$ cat config.mk
export PLATFORM = sky130hd
export DESIGN_NAME = wdog_rstroute
export DESIGN_NICKNAME = d
export VERILOG_FILES = /design/src/rtl/wdog_pkg.sv /design/src/rtl/wdog_regs.sv /design/src/rtl/wdog_counter.sv /design/src/rtl/wdog_pulse.sv /design/src/rtl/wdog_rstroute.sv
export SDC_FILE = /design/constraint.sdc
export NUM_CORES = 1
export LEC_CHECK = 0
export ABC_AREA = 1
export BUFFER_PORTS_ARGS = -buffer_cell sky130_fd_sc_hd__buf_2
export CAP_MARGIN = 40
export CORE_MARGIN = 2
export CORE_UTILIZATION = 45
export DETAILED_ROUTE_END_ITERATION = 10
export SYNTH_ARGS = -nofsm -noshare
export SYNTH_HDL_FRONTEND = slang
export SYNTH_SLANG_ARGS = --single-unit
$ cat constraint.sdc
create_clock -name clk -period 4.4 [get_ports clk]
set_clock_uncertainty 0.2 [all_clocks]
set_input_delay 0.22 -clock clk [delete_from_list [all_inputs] [get_ports clk]]
set_output_delay 0.22 -clock clk [all_outputs]
set_load 0.01 [all_outputs]
$ cat src/rtl/wdog_pkg.sv
package wdog_pkg;
  localparam int BUS_W = 32;
  localparam int ADDR_W = 3;
  localparam logic [BUS_W-1:0] KICK_KEY = 32'h0000_4755;

  localparam logic [ADDR_W-1:0] A_COUNT  = 3'd0;
  localparam logic [ADDR_W-1:0] A_RELOAD = 3'd1;
  localparam logic [ADDR_W-1:0] A_KICK   = 3'd2;
  localparam logic [ADDR_W-1:0] A_CTRL   = 3'd3;
  localparam logic [ADDR_W-1:0] A_STAT   = 3'd4;
  localparam logic [ADDR_W-1:0] A_CLR    = 3'd5;
  localparam logic [ADDR_W-1:0] A_WIDTH  = 3'd6;
  localparam logic [ADDR_W-1:0] A_MASK   = 3'd7;

  localparam int CB_RUN   = 0;
  localparam int CB_ARM   = 1;
  localparam int CB_FAST  = 4;
  localparam int CB_MODE  = 5;
  localparam int CB_ALTBT = 7;

  typedef enum logic [1:0] {
    SCOPE_SOC  = 2'd0,
    SCOPE_CHIP = 2'd1,
    SCOPE_CPU  = 2'd2,
    SCOPE_MASK = 2'd3
  } scope_e;
endpackage

$ cat src/rtl/wdog_regs.sv
module wdog_regs
  import wdog_pkg::*;
#(
  parameter int CNT_W = 32,
  parameter int PW_W  = 8,
  parameter int NPER  = 26
) (
  input  logic              clk,
  input  logic              rst,
  input  logic              wr,
  input  logic [ADDR_W-1:0] addr,
  input  logic [BUS_W-1:0]  wdata,
  input  logic [CNT_W-1:0]  count,
  input  logic              expire,
  output logic [BUS_W-1:0]  rdata,
  output logic              kick,
  output logic [CNT_W-1:0]  reload,
  output logic [7:0]        ctrl,
  output logic [PW_W-1:0]   width,
  output logic [NPER-1:0]   mask
);
  logic [1:0] stat_q;
  logic       clr_hit;

  assign kick    = wr && addr == A_KICK && wdata == KICK_KEY;
  assign clr_hit = wr && addr == A_CLR && wdata[0];

  always_ff @(posedge clk) begin
    if (rst) begin
      reload <= '0;
      ctrl   <= '0;
      width  <= '0;
      mask   <= '0;
    end else if (wr) begin
      case (addr)
        A_RELOAD: reload <= wdata[CNT_W-1:0];
        A_CTRL:   ctrl   <= wdata[7:0];
        A_WIDTH:  width  <= wdata[PW_W-1:0];
        A_MASK:   mask   <= wdata[NPER-1:0];
        default: ;
      endcase
    end
  end

  always_ff @(posedge clk) begin
    if (rst) begin
      stat_q <= '0;
    end else if (expire) begin
      stat_q[0] <= 1'b1;
      stat_q[1] <= stat_q[1] | ctrl[CB_ALTBT];
    end else if (clr_hit) begin
      stat_q <= '0;
    end
  end

  always_ff @(posedge clk) begin
    if (rst) begin
      rdata <= '0;
    end else begin
      case (addr)
        A_COUNT:  rdata <= BUS_W'(count);
        A_RELOAD: rdata <= BUS_W'(reload);
        A_CTRL:   rdata <= BUS_W'(ctrl);
        A_STAT:   rdata <= BUS_W'(stat_q);
        A_WIDTH:  rdata <= BUS_W'(width);
        A_MASK:   rdata <= BUS_W'(mask);
        default:  rdata <= '0;
      endcase
    end
  end

  assert_flag_sticky_R6: assert property (@(posedge clk) disable iff (rst)
    (stat_q[0] && !clr_hit) |=> stat_q[0]);
  assert_clear_works_R6: assert property (@(posedge clk) disable iff (rst)
    (clr_hit && !expire) |=> stat_q == 2'b00);
endmodule

$ cat src/rtl/wdog_counter.sv
module wdog_counter #(
  parameter int CNT_W = 32
) (
  input  logic             clk,
  input  logic             rst,
  input  logic             load,
  input  logic [CNT_W-1:0] reload,
  input  logic             run,
  input  logic             step,
  output logic [CNT_W-1:0] count,
  output logic             expire
);
  localparam logic [CNT_W-1:0] ONE = CNT_W'(1);
  logic dec;

  assign dec    = run && step && count != '0;
  assign expire = !load && dec && count == ONE;

  always_ff @(posedge clk) begin
    if (rst)       count <= '0;
    else if (load) count <= reload;
    else if (dec)  count <= count - ONE;
  end

  assert_no_rise_R2: assert property (@(posedge clk) disable iff (rst)
    !load |=> count <= $past(count));
  assert_hold_off_R4: assert property (@(posedge clk) disable iff (rst)
    (!load && !run) |=> $stable(count));
endmodule

$ cat src/rtl/wdog_pulse.sv
module wdog_pulse
  import wdog_pkg::*;
#(
  parameter int PW_W = 8,
  parameter int NPER = 26
) (
  input  logic            clk,
  input  logic            rst,
  input  logic            expire,
  input  logic            arm,
  input  logic [1:0]      mode,
  input  logic [PW_W-1:0] width,
  input  logic [NPER-1:0] mask,
  input  logic            step,
  output logic            o_soc,
  output logic            o_chip,
  output logic            o_cpu,
  output logic [NPER-1:0] o_per
);
  localparam logic [PW_W-1:0] ONE = PW_W'(1);
  logic            active;
  logic [PW_W-1:0] remain;
  logic            fire, stop;
  scope_e          sel;

  assign sel  = scope_e'(mode);
  assign fire = expire && arm;
  assign stop = !fire && active && step && remain <= ONE;

  always_ff @(posedge clk) begin
    if (rst) begin
      active <= 1'b0;
      remain <= '0;
    end else if (fire) begin
      active <= 1'b1;
      remain <= (width == '0) ? ONE : width;
    end else if (stop) begin
      active <= 1'b0;
      remain <= '0;
    end else if (active && step) begin
      remain <= remain - ONE;
    end
  end

  always_ff @(posedge clk) begin
    if (rst || stop) begin
      o_soc  <= 1'b0;
      o_chip <= 1'b0;
      o_cpu  <= 1'b0;
    end else if (fire) begin
      o_soc  <= sel == SCOPE_SOC;
      o_chip <= sel == SCOPE_CHIP;
      o_cpu  <= sel == SCOPE_CPU;
    end
  end

  for (genvar i = 0; i < NPER; i++) begin : g_line
    always_ff @(posedge clk) begin
      if (rst || stop)  o_per[i] <= 1'b0;
      else if (fire)    o_per[i] <= (sel == SCOPE_MASK) && mask[i];
    end
  end

  assert_scope_onehot_R9: assert property (@(posedge clk) disable iff (rst)
    $onehot0({o_soc, o_chip, o_cpu}));
  assert_mask_exclusive_R10: assert property (@(posedge clk) disable iff (rst)
    (|o_per) |-> !(o_soc || o_chip || o_cpu));
  assert_quiet_unarmed_R8: assert property (@(posedge clk) disable iff (rst)
    (expire && !arm && !active) |=> !(o_soc || o_chip || o_cpu || (|o_per)));
  assert_outputs_need_active_R11: assert property (@(posedge clk) disable iff (rst)
    (o_soc || o_chip || o_cpu || (|o_per)) |-> active);
endmodule

$ cat src/rtl/wdog_rstroute.sv
module wdog_rstroute
  import wdog_pkg::*;
#(
  parameter int CNT_W = 32,
  parameter int PW_W  = 8,
  parameter int NPER  = 26
) (
  input  logic              clk,
  input  logic              rst,
  input  logic              bus_wr,
  input  logic [ADDR_W-1:0] bus_addr,
  input  logic [BUS_W-1:0]  bus_wdata,
  output logic [BUS_W-1:0]  bus_rdata,
  input  logic              tick_base,
  input  logic              tick_1m,
  output logic              rst_soc,
  output logic              rst_chip,
  output logic              rst_cpu,
  output logic [NPER-1:0]   rst_periph
);
  logic             kick, expire, step;
  logic [CNT_W-1:0] count, reload;
  logic [7:0]       ctrl;
  logic [PW_W-1:0]  width;
  logic [NPER-1:0]  mask;

  assign step = ctrl[CB_FAST] ? tick_1m : tick_base;

  wdog_regs #(.CNT_W(CNT_W), .PW_W(PW_W), .NPER(NPER)) u_regs (
    .clk(clk), .rst(rst), .wr(bus_wr), .addr(bus_addr), .wdata(bus_wdata),
    .count(count), .expire(expire), .rdata(bus_rdata), .kick(kick),
    .reload(reload), .ctrl(ctrl), .width(width), .mask(mask)
  );

  wdog_counter #(.CNT_W(CNT_W)) u_cnt (
    .clk(clk), .rst(rst), .load(kick), .reload(reload),
    .run(ctrl[CB_RUN]), .step(step), .count(count), .expire(expire)
  );

  wdog_pulse #(.PW_W(PW_W), .NPER(NPER)) u_pulse (
    .clk(clk), .rst(rst), .expire(expire), .arm(ctrl[CB_ARM]),
    .mode(ctrl[CB_MODE+1:CB_MODE]), .width(width), .mask(mask), .step(step),
    .o_soc(rst_soc), .o_chip(rst_chip), .o_cpu(rst_cpu), .o_per(rst_periph)
  );
endmodule

Word-level counts from Yosys, hierarchy flattened. Cells that the tools add are included.

Eq/ne operators: 12. Muxes and demuxes: 12. Bitwise operators: 1. $lt $le $gt $ge: 1. Add/sub/neg operators: 2. Reductions and logical operators: 54.

Operator list (number): $pmux W32 S6 (1); $mux W32 (2); $logic_and A1 B1 Y1 (39); $eq A32 B1 Y1 const B (1); $eq A32 B15 Y1 const B (1); $mux W8 (4); $reduce_bool A32 Y1 (1); $sub A32 B1 Y32 const B (1); $eq A3 B3 Y1 const B (4); $le A8 B1 Y1 const B (1); $logic_not A8 Y1 (1); $reduce_and A2 Y1 (4); $sub A8 B1 Y8 const B (1); $eq A3 B2 Y1 const B (2); $reduce_bool A2 Y1 (3); $eq A2 B2 Y1 const B (2); $mux W2 (2); $eq A3 B1 Y1 const B (1); $logic_not A3 Y1 (1); $mux W1 (3); $reduce_bool A3 Y1 (1); $eq A2 B1 Y1 const B (1); $logic_not A1 Y1 (2); $logic_not A2 Y1 (1); 2 further kinds (2).

Input port bits: 40. Word-level logic and storage cells: 120. Register bits: 178.

Logic depth before layout (Yosys ltp). Gate-level depths: netlist of the first run.

Depth in word-level cells: 13. Mapped depth: 14. Gate-level depth less buffers: 13.

By module. Synthesis of the first run repeated with hierarchy kept, for this count alone.

Cells, all modules: 1278. Area, all modules: 8583.2 um2.

Modules (own cells, without submodules): wdog_regs (area each 4349.2 um2, cells each 600, times used 1); wdog_counter (area each 2504.9 um2, cells each 454, times used 1); wdog_pulse (area each 1714.1 um2, cells each 220, times used 1); wdog_rstroute (area each 15.0 um2, cells each 4, times used 1).

Worst setup path before layout of the first run. OpenSTA, ideal clock, no wires.

Path kind: flip-flop to flip-flop. Start point: reg u_cnt.count[0]. End point: reg u_cnt.count[26]. Data arrival time: 1.746 ns. Clock period less this slack: 2.073 ns. Path buffers: 2. Cell stages (with the launch flop): 14. Slack: 2.327 ns. Data required time: 4.072 ns. Cell sequence: dfxtp_1 > inv_1 > ha_1 > nand2_2 > nor2_4 > nand2_2 > nor2_2 > nor2_4 > nand2_1 > inv_2 > buf_4 > buf_4 > a21oi_1 > nor2_1.

Cells in the longest elaborated chain, start to end: 3. Elaborated cells between the ends (all ways): 6.

Ends and longest elaborated chain: from (decl) (RTL line wdog_counter.sv:10) `output logic [CNT_W-1:0] count,`; from (signal assigned) (RTL line wdog_counter.sv:21) `else if (load) count <= reload;`; from (signal assigned) (RTL line wdog_counter.sv:22) `else if (dec) count <= count - ONE;`; $sub A32 B1 Y32 or $reduce_bool A32 Y1 (tied branches) (RTL line wdog_counter.sv:22, wdog_counter.sv:16); $mux W32 or $logic_and A1 B1 Y1 (tied branches) (RTL line wdog_counter.sv:22, wdog_counter.sv:16); $mux W32 or $reduce_bool A2 Y1 (tied branches).

Several ways; a longest one is shown, not always the timed one. The select of a mux whose other input is x is not followed. A chain may end at the register's enable or synchronous reset.

Worst setup path after layout of the first run.
Start point: reg u_cnt.count[0]. End point: reg u_pulse.remain[7].

Cells in the longest elaborated chain, start to end: 11. Elaborated cells between the ends (all ways): 13.

Ends and longest elaborated chain: $reduce_bool A32 Y1 (RTL line wdog_counter.sv:16) `assign dec = run && step && count != '0;`; $logic_and A1 B1 Y1 (RTL line wdog_counter.sv:16); $logic_and A1 B1 Y1 (RTL line wdog_counter.sv:17) `assign expire = !load && dec && count == ONE;`; $logic_and A1 B1 Y1 (*) (RTL line wdog_counter.sv:17); $logic_and A1 B1 Y1 (*) (RTL line wdog_pulse.sv:27) `assign fire = expire && arm;`; $logic_not A1 Y1 (RTL line wdog_pulse.sv:28) `assign stop = !fire && active && step && remain <= ONE;`; $logic_and A1 B1 Y1 (3 in a row) (RTL line wdog_pulse.sv:28); $mux W8 (RTL line wdog_pulse.sv:37) `end else if (stop) begin`; $mux W8 (RTL line wdog_pulse.sv:34) `end else if (fire) begin`; to (signal assigned) (RTL line wdog_pulse.sv:36) `remain <= (width == '0) ? ONE : width;`; to (signal assigned) (RTL line wdog_pulse.sv:41) `remain <= remain - ONE;`; to (decl) (RTL line wdog_pulse.sv:22) `logic [PW_W-1:0] remain;`.

Every way passes the cells marked *; elsewhere a longest branch is shown, timed or not.

==> flow_summary.ini, run 1 <==
[run_status]
status = finished clean

[clock_tree]
root_buffer = clkbuf_16
clock-sinks = 178
clock_latency_ps = 440
cts_resized = 0
cts.clk_slew.worst_paths_ps = 70
cts_buffers = 17
h-tree-depth = 4
clockBufferDepth = 2
tritoncts = done

[timing]
final_max_slew_viol_count = 0
rsz0062_at_grt = false
setup_viol = 0
hold_violations = 0
tns_ps = 0
finalCritPeriodShare = 0.624
max_slew_margin = 0.441
min_period_ps = 2740
fmax_mhz = 364
worst_pin_slew_ps = 836

[power_and_ir_drop]
comb_power_share = 0.086
p_leak_nw = 4.02
power_frac_seq = 0.465
netSwitchingFraction = 0.248
p_per_area_mw_per_mm2 = 364
p_clk_frac = 0.449
peakVddDrop_v = 0.000275
p_int_mw = 2.69
netSwitchingPower_uw = 884

[critical_path]
cp_data_arrival_time_ps = 2910
rr_endpoint = u_pulse.remain[7]
crit_path_end_kind = flip-flop
r2r_start = u_cnt.count[0]
critical_path_class = flip-flop to flip-flop
r2r_cells = 14
required_ps = 4570
cp-start-kind = flip-flop
reg2reg_slack_ps = 1660
crit_fanout = 44

[synth]
synth-xor-area-share = 0.0350
async_flop_share = 0
syn-cell-area_mm2 = 0.00825
muxShareOfSynthArea = 0
synth_cells = 1140
synthSimpleGateAreaFrac = 0.251
synth_top_family_by_area = simple AND/OR/NAND/NOR gates
synth_area_per_cell_um2 = 7.24
synth.net_count = 1184
synthAdderAreaFrac = 0.00607
yosys_warnings = 0
synth_compound_area_frac = 0.187
ys_seq_elements = 178
ys_seq_area_frac = 0.432
synth_cell_types = 40
ys.flop_type = dfxtp_1
synth-edff-count = 0

[floorplanning]
num_rows = 49
die_h_um = 139
core-area_mm2 = 0.0180
die-area_mm2 = 0.0194
initial_core_util = 0.459
ios = 101
die_w_um = 139

[grt]
antenna_found_initial = 0
grt_pass1_wl_um = 40300
grt_max_degree = 65
overflow = 0
grtUsageTotal = 0.262
grt_pass1_vias = 7418

[layout]
drive_gt1_frac = 0.146
design_area_mm2 = 0.00981
antenna_cells = 0
area_growth_pct = 19.0
postLayoutCoreUtil = 0.546
nets = 1283
fillers = 1766

[detailed_routing]
wl_met1_um = 12000
drtPass1Iterations = 5
wl_per_cell_um = 17.4
drt-initial-drc-count = 726
wl_met2_um = 11700
top_layer_used = met4
num_vias = 7966
drc = 0
antenna_left = 0
dr_wl_met3_um = 1400
vias_per_cell = 5.38
wl_um = 25700

[placed_design]
dp_hpwl_um = 17700
place_area_mm2 = 0.00887
gp_congestion = 0.918
portBuffers = 100

[job]
cap_violations = 0

[min_path]
hp-start = bus_addr[2]
min_to = u_regs.stat_q[0]
whs_path_depth = 4
hold_class = primary input to flip-flop
## final cells by class
cell class	count	area, µm²	share of cell area
Timing Repair Buffer	145	937	0.0955
Tap cell	229	287	0.0292
Clock buffer	21	470	0.0479
Multi-Input combinational cell	777	3960	0.403
Sequential cell	178	3560	0.363
Clock inverter	11	148	0.0150
Inverter	120	450	0.0459
## cell usage after synthesis, types with 3 or more instances
master	instances	area share
o21ai_0	86	0.052
buf_4	3	0.0027
dfxtp_1	178	0.43
nand3b_1	5	0.0046
nand4_1	49	0.037
o22ai_1	18	0.014
xor2_1	28	0.030
a221oi_1	5	0.0053
nor2_2	9	0.0068
nor2_1	174	0.079
ha_1	4	0.0061
nor3_1	8	0.0049
a21oi_1	120	0.073
a22oi_1	14	0.013
o21ai_1	3	0.0018
a31oi_1	17	0.013
nor2_4	4	0.0055
nand2_2	5	0.0038
nand2_1	151	0.069
inv_2	4	0.0018
xnor2_1	5	0.0053
inv_1	115	0.052
buf_2	11	0.0067
clkbuf_1	44	0.020
a21oi_2	10	0.011
nand3_1	47	0.029
buf_1	5	0.0023
## worst max-delay path by stage
stage	startpoint	cells after the start	slack, ps	endpoint
floorplan	u_cnt.count[0]	13	2330	u_cnt.count[26]
global placement	u_cnt.count[0]	13	1440	u_pulse.remain[1]
detailed placement	u_cnt.count[0]	14	1710	u_pulse.remain[1]
CTS	u_cnt.count[0]	14	1690	u_pulse.remain[1]
global route	u_cnt.count[0]	14	1450	u_pulse.remain[7]
finish	u_cnt.count[0]	14	1660	u_pulse.remain[7]
## flip-flops by register name, summed over array words and instances, names as in the netlist
name / cells
u_pulse.o_soc: 1
u_pulse.o_chip: 1
u_regs.stat_q: 2
u_cnt.count: 32
u_pulse.o_cpu: 1
u_pulse.o_per: 26
u_pulse.active: 1
u_regs.rdata: 32
u_regs.mask: 26
u_regs.width: 8
u_regs.ctrl: 8
u_pulse.remain: 8
u_regs.reload: 32
## power groups by stage
stage	Combinational, mW	Sequential (mW)	Clock, mW
4_1_cts	0.303	1.66	1.63
2_1_floorplan	0.185	1.69	0
6_report	0.306	1.66	1.60
3_3_place_gp	0.278	1.70	0
5_1_grt	0.335	1.66	1.70
3_5_place_dp	0.278	1.70	0
## metrics by stage
stage | setup WS (ps) | power, mW | hold WS (ps) | cells
4_1_cts | 1690 | 3.59 | 18.0 | 1481
3_5_place_dp | 1710 | 1.98 | 250 | 1416
3_3_place_gp | 1440 | 1.98 | 248 | 1414
2_1_floorplan | 2330 | 1.88 | 155 | 1140
6_report | 1660 | 3.57 | 29.1 | 1481
5_1_grt | 1450 | 3.70 | 38.9 | 1481
## what timing repair did
item | in CTS | in global routing
hold buffers | 33 | 0
buffers inserted | 0 | 0
endpoints found under the hold margin | 72 | 0
## logic make-up (layout without fill, tap and decap cells)
kind of cell    Yosys count  in the layout
compound gates          278            278
buf+inv                 185            297
flops                   178            178
fa+ha+maj                 4              4
simple gates            462            462
xor+xnor                 33             33
## placed cells by master, fill, tap and decap left out, types with 2 or more instances in the layout
| cell | instances |
|---|---|
| bufinv_16 | 3 |
| nand2_2 | 5 |
| nand2_1 | 151 |
| xor2_1 | 28 |
| a21oi_2 | 10 |
| nor2_2 | 10 |
| o21ai_1 | 2 |
| buf_2 | 100 |
| inv_6 | 3 |
| clkinv_2 | 3 |
| clkbuf_16 | 17 |
| nand4_1 | 49 |
| o21ai_0 | 86 |
| buf_4 | 10 |
| o22ai_1 | 18 |
| nand3_1 | 47 |
| nor2_1 | 173 |
| dlygate4sd3_1 | 33 |
| a31oi_1 | 17 |
| a22oi_1 | 14 |
| a221oi_1 | 5 |
| or2_2 | 2 |
| xnor2_1 | 5 |
| nor2_4 | 4 |
| a21oi_1 | 120 |
| dfxtp_1 | 178 |
| clkbuf_8 | 3 |
| nand3b_1 | 5 |
| nor3_1 | 8 |
| o211ai_1 | 2 |
| or2_1 | 2 |
| and2_1 | 2 |
| inv_2 | 5 |
| inv_1 | 114 |
| ha_1 | 4 |
## worst max-delay path, stage by stage (launching register included)
cell     delay [ps]
dfxtp_1         400
inv_1           110
ha_1            230
nand2_2         140
nor2_4           70
nand2_2         120
nor2_2           70
nor2_4          270
nand2_1         150
inv_2           270
buf_12          260
nand4_1         130
nand2_1         100
nor2_1           50
nor2_1           80
## routing by layer
layer,GRT usage,vias up
met1,0.367,3684
met3,0.0420,36
met4,0.0904,0
li1,-,3981
met5,0,-
met2,0.411,265
Power figures use the tool's default switching activity.
==> run 2: changes to the inputs <==
clock period = 2.68 ns   (was 4.4 ns; I/O delays follow)
==> run 2 against run 1 <==
  * Global-route usage up 0.86 points
  * Clock power up 59%
  * Flip-flop and latch count unchanged
  * Combinational power up 70%
  * Non-clock buffer count up 22
  * Worst setup slack worse by 1500 ps
  * Final area up 1.7%
  * Power up 62%
  * Largest power group unchanged
==> flow_summary.ini, run 2 (synthesized netlist as in run 1, its figures left out) <==
[run_status]
status = finished clean

[placed_design]
gp_congestion = 0.972
portBuffers = 100
pre_cts_ws_ps = 292
dp_hpwl_um = 18400
place_area_mm2 = 0.00900

[floorplanning]
die-area_mm2 = 0.0194
initial_core_util = 0.459
ios = 101
num_rows = 49
die_h_um = 139
die_w_um = 139
core-area_mm2 = 0.0180

[critical_path]
crit_fanout = 46
cp_data_arrival_time_ps = 2710
crit_path_end_kind = flip-flop
cp-start-kind = primary input
cp-startpoint = bus_addr[2]
critical_path_class = primary input to flip-flop
required_ps = 2870
r2r_start = u_cnt.count[0]

[detailed_routing]
drc = 0
antenna_left = 0
drtPass1Iterations = 5
num_vias = 8056
vias_per_cell = 5.36
drt-initial-drc-count = 708
wl_per_cell_um = 17.3
wl_um = 26000

[timing]
worst_slack_ps = 156
tns_ps = 0
fin_hold_ws_ps = 50.3
final_max_slew_viol_count = 0
setup_viol = 0
worst_pin_slew_ps = 865
max_slew_margin = 0.422
fmax_mhz = 396
rsz0062_at_grt = false
finalCritPeriodShare = 0.942
min_period_ps = 2520
hold_violations = 0

[clock_tree]
root_buffer = clkbuf_16
tritoncts = done
cts_resized = 0
clock_latency_ps = 440
clock-sinks = 178
cts_buffers = 17
clockBufferDepth = 2
cts.clk_slew.worst_paths_ps = 70
h-tree-depth = 4

[power_and_ir_drop]
p_per_area_mw_per_mm2 = 580
p_leak_nw = 4.12
peakVddDrop_v = 0.000444

[layout]
fillers = 1738
antenna_cells = 0
final_common_cell = dfxtp_1
drive_gt1_frac = 0.156
nets = 1305
area_growth_pct = 21.0
layout_common_cells = dfxtp_1, nor2_1, nand2_1
design_area_mm2 = 0.00998
reg.largest.list = u_cnt.count x32, u_regs.rdata x32, u_regs.reload x32
postLayoutCoreUtil = 0.556

[min_path]
hold_class = primary input to flip-flop
hp-start = tick_base

[grt]
grt_pass1_vias = 7400
overflow = 0
antenna_found_initial = 0
grtUsageTotal = 0.270
grt_pass1_wl_um = 41400
grt_max_degree = 65

[job]
cap_violations = 0
-- run 2: per-stage QoR --
stage          power [mW]  std cells
6_report             5.79       1503
5_1_grt              6.02       1503
4_1_cts              5.82       1503
3_5_place_dp         3.26       1432
3_3_place_gp         3.26       1432
2_1_floorplan        3.08       1140
-- run 2: worst max-delay path, cell delays in order --
cell and delay [ps]:
dlygate4sd3_1 550, buf_2 160, inv_1 160, nand2_1 260
nor2_2 180, buf_4 420, o21ai_0 140, a21oi_1 140
dlygate4sd3_1 560
-- run 2: final cells by class --
class,count,area [µm²],share of cell area
multi-input combinational,777,3960,0.396
sequential,178,3560,0.357
timing repair buffer,167,1140,0.114
inverter,120,450,0.0451
clock buffer,18,439,0.0440
tap,229,287,0.0287
clock inverter,14,151,0.0152
-- run 2: power by group --
part | leakage, nW | switching [mW] | internal, mW
clock | 0.287 | 1.14 | 1.41
combinational | 2.39 | 0.335 | 0.185
sequential | 1.44 | 0.0355 | 2.69
-- run 2: routing by layer --
layer / vias to the layer above / routed length, µm / track usage
met5: - / 0 / 0
met4: 0 / 784 / 0.0999
met3: 41 / 1640 / 0.0537
met2: 281 / 11400 / 0.401
met1: 3702 / 12200 / 0.389
li1: 4032 / - / -
-- run 2: path summary, 6_finish.rpt --
check / to / slack [ps] / cells after the start
worst max-delay path: u_regs.reload[11] / 160 / 9
worst min-delay path: u_pulse.active / 50 / 6
worst max register to register: u_pulse.remain[5] / 240 / 14
worst min register to register: u_regs.ctrl[3] / 260 / 2
-- run 2: what timing repair did --
item / CTS / global route
hold endpoints to repair: 77 / 0
setup buffers: 0 / 0
hold buffers: 39 / 0
setup endpoints to repair: 0 / 0
==> run 3: changes to the inputs <==
CORE_UTILIZATION = 35   (was 45)
==> run 3 against run 2 <==
  * Final area increased by 1.6%
  * Power increased by 3.5%
  * Die area rose by 28%
  * Clock-buffer cell count is the same
  * Clock power is 8.2% higher
  * Sequential power barely moved
  * Worst setup slack gained 140 ps
  * Core utilization is 12 points lower
  * Flip-flop and latch count is the same
  * Cell count rose by 5.9%
  * Highest routed layer unchanged
==> flow_summary.ini, run 3 (synthesized netlist as in run 1, its figures left out) <==
[detailed_routing]
drc = 0
drtPass1Iterations = 5
vias_per_cell = 5.13
wl_um = 27000
num_vias = 8174
wl_per_cell_um = 16.9
drt-initial-drc-count = 818
antenna_left = 0

[critical_path]
cp-start-kind = flip-flop
crit_fanout = 16
crit_path_end_kind = flip-flop
cp_data_arrival_time_ps = 2560
critical_path_class = flip-flop to flip-flop
required_ps = 2860

[placed_design]
portBuffers = 100
pre_cts_ws_ps = 191
place_area_mm2 = 0.00912
dp_cells = 1522
dp_hpwl_um = 19300
gp_congestion = 0.910

[grt]
grt_pass1_wl_um = 42400
grtUsageTotal = 0.222
grt_max_degree = 65
grt_pass1_vias = 7615
overflow = 0
antenna_found_initial = 0

[layout]
layout_common_cells = dfxtp_1, nor2_1, nand2_1
reg.largest.list = u_cnt.count x32, u_regs.rdata x32, u_regs.reload x32
nets = 1304
stdcell_count = 1592
antenna_cells = 0
postLayoutCoreUtil = 0.435
area_growth_pct = 22.9
design_area_mm2 = 0.0101
drive_gt1_frac = 0.159
final_common_cell = dfxtp_1
fillers = 2401

[floorplanning]
core-area_mm2 = 0.0233
die-area_mm2 = 0.0248
die_h_um = 158
ios = 101
initial_core_util = 0.354
die_w_um = 158
num_rows = 56

[power_and_ir_drop]
p_per_area_mw_per_mm2 = 591
p_leak_nw = 4.14
peakVddDrop_v = 0.000390
power_mw = 6.00

[clock_tree]
tritoncts = done
clock-sinks = 178
cts_buffers = 17
root_buffer = clkbuf_16
clock_latency_ps = 440
cts.clk_slew.worst_paths_ps = 80
clockBufferDepth = 2
h-tree-depth = 4

[timing]
tns_ps = 0
finalCritPeriodShare = 0.889
hold_violations = 0
max_slew_margin = 0.484
worst_pin_slew_ps = 773
final_max_slew_viol_count = 0
rsz0062_at_grt = false
min_period_ps = 2380
worst_slack_ps = 296
fin_hold_ws_ps = 110
setup_viol = 0
fmax_mhz = 420

[min_path]
hold_class = primary input to flip-flop

[job]
cap_violations = 0

[run_status]
status = finished clean
-- run 3: cell types whose count changed in the layout (fill, tap and decap cells not counted) --
cell / previous run / this run
buf_4: 25 / 28
bufinv_16: 2 / 3
clkinv_2: 3 / 0
clkinv_4: 3 / 1
clkinv_8: 0 / 2
clkinvlp_4: 2 / 0
dlygate4sd3_1: 39 / 35
inv_8: 0 / 4
-- run 3: worst max-delay path, cell delays in order, from the launching register on --
cell,delay [ps]
dfxtp_1,400
inv_1,110
ha_1,230
nand2_2,130
nor2_4,70
nand2_2,110
nor2_2,60
nor2_4,150
nand4_4,210
nand4_1,180
nand2_1,80
buf_4,240
a21oi_1,140
-- run 3: cell type report --
| type | instances | area [µm²] | share of cell area |
|---|---|---|---|
| clock inverter | 14 | 211 | 0.0209 |
| timing repair buffer | 166 | 1120 | 0.111 |
| sequential | 178 | 3560 | 0.351 |
| clock buffer | 18 | 439 | 0.0433 |
| inverter | 120 | 450 | 0.0444 |
| tap | 319 | 399 | 0.0394 |
| multi-input combinational | 777 | 3960 | 0.390 |
-- run 3: timing repair --
action | 4_1_cts | 5_1_grt
endpoints found under the setup margin | 0 | 30
hold endpoints to repair | 77 | 0
resized for setup | 0 | 0
setup buffers | 0 | 3
hold buffers | 35 | 0
-- run 3: worst paths after layout --
path / from / endpoint / slack [ps] / cells past startpoint
worst max register to register: u_cnt.count[0] / u_pulse.o_per[16] / 300 / 12
worst min register to register: u_pulse.o_per[7] / u_pulse.o_per[7] / 270 / 2
worst max-delay path: u_cnt.count[0] / u_pulse.o_per[16] / 300 / 12
worst min-delay path: tick_base / u_pulse.active / 110 / 6
-- run 3: routing by layer --
metal | share of wire | up-vias | global-route usage
li1 | - | 4027 | -
met1 | 0.47 | 3802 | 0.316
met2 | 0.45 | 314 | 0.345
met3 | 0.065 | 31 | 0.0341
met4 | 0.018 | 0 | 0.0680
met5 | 0 | - | 0
-- run 3: power by group --
group / leakage, nW / total [mW] / internal [mW] / switching [mW]
registers: 1.44 / 2.73 / 2.69 / 0.0367
clock network: 0.319 / 2.76 / 1.55 / 1.21
logic: 2.38 / 0.512 / 0.181 / 0.331
